$ cat src/rtl/smi_gate_pkg.sv
package smi_gate_pkg;
  localparam int REG_W      = 32;
  localparam int BE_W       = REG_W / 8;
  localparam int POS_GPIO   = 27;
  localparam int POS_USBV   = 18;
  localparam int POS_USBL   = 17;
  localparam int POS_PER    = 14;
  localparam int POS_TCO    = 13;
  localparam int POS_TRAP   = 11;
  localparam int POS_REL    = 7;
  localparam int POS_SPARE  = 1;
  // plain read/write bit positions (lock-gated and sticky bits handled apart)
  localparam int NUM_RW = 5;
  localparam int RW_POS [NUM_RW] = '{POS_USBV, POS_USBL, POS_PER, POS_TRAP, POS_SPARE};
  localparam int NUM_SRC = 5;

  function automatic logic [REG_W-1:0] impl_mask();
    logic [REG_W-1:0] m;
    m = '0;
    for (int i = 0; i < NUM_RW; i++) m[RW_POS[i]] = 1'b1;
    m[POS_TCO]  = 1'b1;
    m[POS_GPIO] = 1'b1;
    return m;
  endfunction
endpackage

$ cat src/rtl/smi_enable_regs.sv
module smi_enable_regs
  import smi_gate_pkg::*;
#(
  parameter int          ADDR_W       = 8,
  parameter logic [ADDR_W-1:0] REG_OFFSET = 8'h30,
  parameter logic        CORP_DEFAULT = 1'b0
) (
  input  logic              clk,
  input  logic              rst,
  input  logic              wr_en,
  input  logic              rd_en,
  input  logic [ADDR_W-1:0] addr,
  input  logic [REG_W-1:0]  wdata,
  input  logic [BE_W-1:0]   be,
  input  logic              tco_lock,
  output logic [REG_W-1:0]  en_q,
  output logic [REG_W-1:0]  rd_data,
  output logic              rel_pulse
);
  localparam logic [REG_W-1:0] MASK    = impl_mask();
  localparam logic [REG_W-1:0] RST_VAL = REG_W'(CORP_DEFAULT) << POS_SPARE;

  logic             wr_hit, rd_hit;
  logic [REG_W-1:0] en_d;

  assign wr_hit = wr_en && (addr == REG_OFFSET);
  assign rd_hit = rd_en && (addr == REG_OFFSET);

  always_comb begin
    en_d = en_q;
    for (int i = 0; i < NUM_RW; i++)
      if (wr_hit && be[RW_POS[i]/8]) en_d[RW_POS[i]] = wdata[RW_POS[i]];
    if (wr_hit && be[POS_TCO/8] && !tco_lock) en_d[POS_TCO] = wdata[POS_TCO];
    if (wr_hit && be[POS_GPIO/8] && wdata[POS_GPIO]) en_d[POS_GPIO] = 1'b1;
  end

  always_ff @(posedge clk) begin
    if (rst) begin
      en_q      <= RST_VAL;
      rd_data   <= '0;
      rel_pulse <= 1'b0;
    end else begin
      en_q      <= en_d & MASK;
      rd_data   <= rd_hit ? (en_q & MASK) : '0;
      rel_pulse <= wr_hit && be[POS_REL/8] && wdata[POS_REL];
    end
  end

  a_r1_gpio_sticky: assert property (@(posedge clk) disable iff (rst)
    en_q[POS_GPIO] |=> en_q[POS_GPIO]);
  a_r3_tco_locked: assert property (@(posedge clk) disable iff (rst)
    tco_lock |=> $stable(en_q[POS_TCO]));
  a_r6_rel_from_write: assert property (@(posedge clk) disable iff (rst)
    rel_pulse |-> $past(wr_hit && be[POS_REL/8] && wdata[POS_REL]));
  a_r7_rsvd_zero: assert property (@(posedge clk) disable iff (rst)
    (rd_data & ~MASK) == '0);
endmodule

$ cat src/rtl/smi_port_trap.sv
module smi_port_trap #(
  parameter int IO_ADDR_W = 16,
  parameter int NUM_TRAPS = 2,
  parameter logic [NUM_TRAPS*IO_ADDR_W-1:0] TRAP_PORTS = {16'h0066, 16'h0062}
) (
  input  logic                 trap_en,
  input  logic                 io_valid,
  input  logic [IO_ADDR_W-1:0] io_addr,
  output logic                 hit
);
  logic [NUM_TRAPS-1:0] match;
  for (genvar g = 0; g < NUM_TRAPS; g++) begin : g_port
    assign match[g] = (io_addr == TRAP_PORTS[g*IO_ADDR_W +: IO_ADDR_W]);
  end
  assign hit = trap_en && io_valid && (|match);
endmodule

$ cat src/rtl/smi_request_merge.sv
module smi_request_merge #(
  parameter int NUM_SRC = 5
) (
  input  logic               clk,
  input  logic               rst,
  input  logic [NUM_SRC-1:0] src_en,
  input  logic [NUM_SRC-1:0] src_sts,
  input  logic               nmi_reroute,
  input  logic               trap_hit,
  output logic               smi_req,
  output logic               io_claim
);
  logic smi_d;
  assign smi_d = (|(src_en & src_sts)) || nmi_reroute || trap_hit;

  always_ff @(posedge clk) begin
    if (rst) begin
      smi_req  <= 1'b0;
      io_claim <= 1'b0;
    end else begin
      smi_req  <= smi_d;
      io_claim <= trap_hit;
    end
  end

  a_r4_nmi_bypass: assert property (@(posedge clk) disable iff (rst)
    nmi_reroute |=> smi_req);
  a_r5_claim_raises_smi: assert property (@(posedge clk) disable iff (rst)
    io_claim |-> smi_req);
  a_r11_smi_has_cause: assert property (@(posedge clk) disable iff (rst)
    $rose(smi_req) |-> $past(|(src_en & src_sts) || nmi_reroute || trap_hit));
endmodule

$ cat src/rtl/smi_gate_ctrl.sv
module smi_gate_ctrl
  import smi_gate_pkg::*;
#(
  parameter int                ADDR_W       = 8,
  parameter logic [ADDR_W-1:0] REG_OFFSET   = 8'h30,
  parameter logic              CORP_DEFAULT = 1'b0,
  parameter int                IO_ADDR_W    = 16,
  parameter int                NUM_TRAPS    = 2,
  parameter logic [NUM_TRAPS*IO_ADDR_W-1:0] TRAP_PORTS = {16'h0066, 16'h0062}
) (
  input  logic                 clk,
  input  logic                 rst,
  input  logic                 reg_wr,
  input  logic                 reg_rd,
  input  logic [ADDR_W-1:0]    reg_addr,
  input  logic [31:0]          reg_wdata,
  input  logic [3:0]           reg_be,
  output logic [31:0]          rd_data,
  input  logic                 sts_periodic,
  input  logic                 sts_tco,
  input  logic                 sts_usb_legacy,
  input  logic                 sts_usb_vendor,
  input  logic                 sts_gpio_unlock,
  input  logic                 nmi_reroute,
  input  logic                 tco_lock,
  input  logic                 io_valid,
  input  logic [IO_ADDR_W-1:0] io_addr,
  output logic                 io_claim,
  output logic                 smi_req,
  output logic                 gbl_sts_set,
  output logic                 sci_req
);
  logic [REG_W-1:0]   en_q;
  logic               rel_pulse, trap_hit;
  logic [NUM_SRC-1:0] src_en, src_sts;

  smi_enable_regs #(.ADDR_W(ADDR_W), .REG_OFFSET(REG_OFFSET), .CORP_DEFAULT(CORP_DEFAULT)) u_regs (
    .clk(clk), .rst(rst), .wr_en(reg_wr), .rd_en(reg_rd), .addr(reg_addr),
    .wdata(reg_wdata), .be(reg_be), .tco_lock(tco_lock),
    .en_q(en_q), .rd_data(rd_data), .rel_pulse(rel_pulse));

  smi_port_trap #(.IO_ADDR_W(IO_ADDR_W), .NUM_TRAPS(NUM_TRAPS), .TRAP_PORTS(TRAP_PORTS)) u_trap (
    .trap_en(en_q[POS_TRAP]), .io_valid(io_valid), .io_addr(io_addr), .hit(trap_hit));

  assign src_en  = {en_q[POS_GPIO], en_q[POS_USBV], en_q[POS_USBL], en_q[POS_PER], en_q[POS_TCO]};
  assign src_sts = {sts_gpio_unlock, sts_usb_vendor, sts_usb_legacy, sts_periodic, sts_tco};

  smi_request_merge #(.NUM_SRC(NUM_SRC)) u_merge (
    .clk(clk), .rst(rst), .src_en(src_en), .src_sts(src_sts),
    .nmi_reroute(nmi_reroute), .trap_hit(trap_hit),
    .smi_req(smi_req), .io_claim(io_claim));

  assign gbl_sts_set = rel_pulse;
  assign sci_req     = rel_pulse;
endmodule

$ cat config.mk
export PLATFORM = sky130hd
export DESIGN_NAME = smi_gate_ctrl
export DESIGN_NICKNAME = d
export VERILOG_FILES = /design/src/rtl/smi_gate_pkg.sv /design/src/rtl/smi_enable_regs.sv /design/src/rtl/smi_port_trap.sv /design/src/rtl/smi_request_merge.sv /design/src/rtl/smi_gate_ctrl.sv
export SDC_FILE = /design/constraint.sdc
export NUM_CORES = 1
export LEC_CHECK = 0
export ABC_AREA = 1
export ABC_CLOCK_PERIOD_IN_PS = 1100
export CAP_MARGIN = 20
export CORE_MARGIN = 1.5
export CORE_UTILIZATION = 28
export CTS_BUF_LIST = sky130_fd_sc_hd__clkbuf_4
export DETAILED_ROUTE_END_ITERATION = 10
export GPL_TIMING_DRIVEN = 0
export PLACE_DENSITY = 0.81
export SLEW_MARGIN = 20
export SYNTH_ARGS = -nofsm -noshare
export SYNTH_HDL_FRONTEND = slang
export SYNTH_SLANG_ARGS = --single-unit
$ cat constraint.sdc
create_clock -name clk -period 1.1 [get_ports clk]
set_input_delay 0.11 -clock clk [delete_from_list [all_inputs] [get_ports clk]]
set_output_delay 0.11 -clock clk [all_outputs]
set_load 0.01 [all_outputs]
---- Word-level counts from Yosys, hierarchy flattened ----
Index checks and enable logic that the tools add are counted.
storage, ports and cells
  output and inout port bits .............. 36
  bits in registers ....................... 42
  logic and storage cells ................. 32
operators by class
  bitwise logic cells ..................... 2
  equal/unequal tests ..................... 3
  reduce and logical (&&, ||, !) cells .... 17
operator list
  kind                   number
  $eq A16 B7 Y1 const B  2
  $logic_and A1 B1 Y1    11
  $eq A8 B6 Y1 const B   1
  $and A5 B5 Y5          1
  $reduce_or A5 Y1       1
  $reduce_or A2 Y1       2
  $logic_or A1 B1 Y1     2
  $logic_not A1 Y1       1
  $not A1 Y1             1

---- Depth between registers and ports, before layout ----
  depth after elaboration ................. 4
  gate-level depth with buffers ........... 8
  mapped depth without buffers ............ 8

---- Cells and area by module ----
A second synthesis with hierarchy kept.
second synthesis, totals
  cell total of the unflattened synthesis .. 162
  area total of the unflattened synthesis .. 1,099.8 µm²
modules (own cells, without submodules)
  module             instances  cells an instance  area each (µm²)  seq. area each (µm²)
  smi_enable_regs    1          123                912.1            300.3
  smi_request_merge  1          16                 93.8             40.0
  smi_port_trap      1          22                 86.3             0.0
  smi_gate_ctrl      1          1                  7.5              0.0

---- Least setup slack after synthesis ----
No wires, ideal clock.
  path kind ............................... reg-to-reg
  start ................................... register u_regs.en_q[14]
  end ..................................... register u_merge.smi_req
  setup time .............................. 0.114 ns
  path slack .............................. 0.285 ns
  arrival time ............................ 0.701 ns
  data required time ...................... 0.986 ns
  clock period less this slack ............ 0.815 ns
  cell stages (with the launch flop) ...... 6
  path through ............................ dfxtp_1 -> a22o_1 -> nor2_1 -> nand2_1 -> nand2_1 -> nand2_1
on the way
  longest elaborated chain between the ends .. 4
ends and longest elaborated chain
  what                              line                     text
  from (decl)                       smi_enable_regs.sv:16    output logic [REG_W-1:0] en_q,
  from (signal assigned)            smi_enable_regs.sv:43    en_q <= en_d & MASK;
  $and A5 B5 Y5                     smi_request_merge.sv:14  assign smi_d = (|(src_en & src_sts)) || nmi_reroute || trap_hit;
  $reduce_or A5 Y1                  smi_request_merge.sv:14
  $logic_or A1 B1 Y1 (2 in series)  smi_request_merge.sv:14
  to (signal assigned)              smi_request_merge.sv:21  smi_req <= smi_d;
  to (decl)                         smi_request_merge.sv:10  output logic smi_req,
No other way between the ends.
A chain may end at the register's enable or synchronous reset.

---- Worst setup path after layout ----
  start ................................... register u_regs.rel_pulse
  end ..................................... output gbl_sts_set
RTL lines
  what                    line                   text
  from (decl)             smi_enable_regs.sv:18  output logic rel_pulse
  from (signal assigned)  smi_enable_regs.sv:45  rel_pulse <= wr_hit && be[POS_REL/8] && wdata[POS_REL];
  to (decl)               smi_gate_ctrl.sv:30    output logic gbl_sts_set,
No word-level cell between the ends.

==> results.py <==
metrics = {
    "placement": {
        "dpl.hpwl_um": 1968,
        "io_buffers": 57,
        "dp_cells": 257,
        "gp_routability_congestion": 0.7260,
        "place_ws_ns": -0.2498,
        "post_dp_cell_area_um2": 1690,
    },
    "finish": {
        "regArea_um2": 340.3,
        "final_cell_area_um2": 1773,
        "nets": 288,
        "layout-drive-gt1-share_pct": 22.33,
        "fin_cells": 261,
        "fillers": 316,
        "diodes": 0,
        "multi_input_area_um2": 516.7,
        "final_util_pct": 53.13,
        "area_growth_pct": 82.37,
    },
    "worst_setup_path": {
        "critPathArrivalTime_ns": 0.88,
        "crit_path_start_kind": "flop",
        "cp.required_ns": 0.99,
        "path_cells": "dlygate4sd2_1",
        "endpoint_kind": "output port",
        "crit_family": "flip-flops",
        "path_buf_inv": 1,
        "slowest_delay_ns": 0.34,
        "crit_slowest_cell": "dfxtp_1",
        "critPathKind": "flop to output port",
        "path_max_fanout": 2,
    },
    "synth": {
        "synth_edf_count": 0,
        "synthCells": 130,
        "yosysMostFrequentCell": "buf_4",
        "synth_mux_area_share_pct": 0,
        "yosys.area_share.adder_pct": 0,
        "synthSimpleGateAreaFrac_pct": 35.91,
        "synth_xor_area_share_pct": 0,
        "syn_area_per_cell_um2": 7.478,
        "synth.largest_area_cell": "dfxtp_1",
        "ys_types": 22,
        "synth_async_sr_flop_share_pct": 0,
        "synth.area.top_cells": "dfxtp_1, buf_4, nor2_1",
        "ys.flop_type": "dfxtp_1",
        "synthTopCellsByCount": "buf_4, nor2_1, nand2_1",
        "synth_compound_area_share_pct": 2.831,
        "yosysTopAreaCellShare_pct": 35.01,
        "synth_seq_cells": 17,
        "ys_seq_area_share_pct": 35.01,
        "syn_area_um2": 972.2,
        "synth_warnings": 0,
        "synth_top_family_by_area": "simple AND/OR/NAND/NOR gates",
    },
    "timing": {
        "max_freq_ghz": 1.008,
        "setup_viol": 0,
        "finalCriticalPeriod_ns": 0.9923,
        "fin_worst_skew_ns": 0.0002199,
        "slew_violations": 0,
        "finalHoldViolations": 0,
        "setup_ws_ns": 0.1077,
        "rsz0062_at_grt": "false",
        "period_share_pct": 90.20,
    },
    "floorplan": {
        "initial_core_util_pct": 29.13,
        "rows": 21,
        "die_h_um": 61.93,
        "design.core.area_um2": 3337,
        "die_w_um": 61.93,
        "die_area_um2": 3835,
        "ioPinCount": 108,
    },
    "power": {
        "p_total_uw": 1275,
        "ir_drop_mv": 0.3872,
        "powerDensity_nw_per_um2": 719.1,
        "power_leakage_uw": 0.0009396,
    },
    "flow_run": {
        "cap_viol_max_count": 0,
    },
    "global_routing": {
        "antenna_found_initial": 0,
        "grt_first_pass_wirelength_um": 3305,
        "grt.overflow.total": 0,
        "grt_pass1_vias": 851,
        "grt_max_degree": 11,
        "gr-usage-all-layers_pct": 11.45,
    },
    "routing": {
        "ant_nets": 0,
        "drt_iter0_markers": 34,
        "vias": 957,
        "wl_per_cell_um": 9.057,
        "remaining_drc_errors": 0,
        "firstDrtPassIters": 4,
        "avgViaCountPerCell": 3.667,
        "wl_um": 2364,
    },
    "cts": {
        "cts_tree": "built",
        "clkSinkCount": 17,
        "clock_latency_ns": 0.28,
        "cts-root-buf": "clkbuf_4",
        "path_clk_slew_ns": 0.10,
        "post-cts-setup-buffer-count": 0,
        "cts_max_level": 1,
        "clock_path_buffers": 2,
        "cts-buffers-inserted": 3,
        "cts_hold_buf": 0,
    },
    "status": {
        "status": "finished, final reports clean",
    },
    "hold_path": {
        "hold_path_class": "primary input to flop",
    },
}
## flip-flops by register name (all words and copies together) (netlist names)
name              count
u_merge.io_claim      1
u_merge.smi_req       1
u_regs.en_q           7
u_regs.rd_data        7
u_regs.rel_pulse      1
## area by class of cell
type,count,area share [%]
repair buffers,57,32.46
multi-input cells,96,29.15
flip-flops and latches,17,19.20
plain buffers,26,11.01
inverters,15,3.387
well taps,46,3.246
clock buffers,3,1.270
clock inverters,1,0.2823
## per-stage QoR
stage	hold slack (ns)	TNS, ns
after global placement	0.4247	-3.135
after detailed placement	0.4366	-3.420
after floorplan	0.1791	0
final	0.2575	0
after global routing	0.2937	0
after CTS	0.3626	0
## layer usage
| layer | track usage, % | vias up | share of wire [%] |
|---|---|---|---|
| met3 | 2.692 | 6 | 8.6 |
| li1 | - | 528 | - |
| met4 | 6.383 | 0 | 2.3 |
| met1 | 11.60 | 383 | 38 |
| met2 | 21.35 | 40 | 51 |
| met5 | 0 | - | 0 |
## path summary, 6_finish.rpt
| check | start | to | slack [ns] | cells past startpoint |
|---|---|---|---|---|
| max | u_regs.rel_pulse | gbl_sts_set | 0.11 | 1 |
| min | reg_addr[1] | u_regs.rel_pulse | 0.26 | 6 |
| max reg2reg | u_regs.en_q[14] | u_merge.smi_req | 0.20 | 5 |
| min reg2reg | u_regs.en_q[1] | u_regs.rd_data[1] | 0.45 | 2 |
## cells in the final DEF (no fill, tap or decap)
| master | instances |
|---|---|
| buf_4 | 27 |
| nor3_1 | 3 |
| nand3_4 | 4 |
| nand2_4 | 1 |
| dlygate4sd2_1 | 10 |
| inv_1 | 13 |
| nand2_2 | 3 |
| conb_1 | 25 |
| clkinv_2 | 1 |
| nor2_2 | 4 |
| or2_2 | 1 |
| a21oi_1 | 2 |
| nor4b_1 | 1 |
| dlymetal6s2s_1 | 8 |
| nor2_1 | 22 |
| clkinvlp_4 | 1 |
| nor2_8 | 1 |
| clkbuf_4 | 3 |
| dfxtp_1 | 17 |
| nand3_1 | 4 |
| inv_2 | 1 |
| nor3b_1 | 1 |
| nand4_4 | 1 |
| nand2_1 | 17 |
| nor4_1 | 3 |
| clkdlybuf4s50_1 | 38 |
| nand4_1 | 1 |
| a22o_1 | 2 |
## what timing repair did
| item | 4_1_cts | 5_1_grt |
|---|---|---|
| endpoints found under the hold margin | 0 | 0 |
| setup endpoints to repair | 11 | 2 |
| resized for setup | 12 | 18 |
| pin swaps | 0 | 10 |
## report_power, final
group / internal, uW / leakage (uW) / switching [uW]
Sequential: 617 / 0.000137 / 0.470
Combinational: 213 / 0.000785 / 123
Clock: 135 / 0.0000177 / 186
Total: 964 / 0.000940 / 310
## kinds of logic (layout without fill, tap and decap cells)
group,Yosys count,after routing
other,1,25
AND/OR/NAND/NOR,67,67
buffers and inverters,41,102
AO/OA/AOI/OAI,4,4
flip-flops,17,17
No activity file was read; power rests on OpenSTA's default activity.
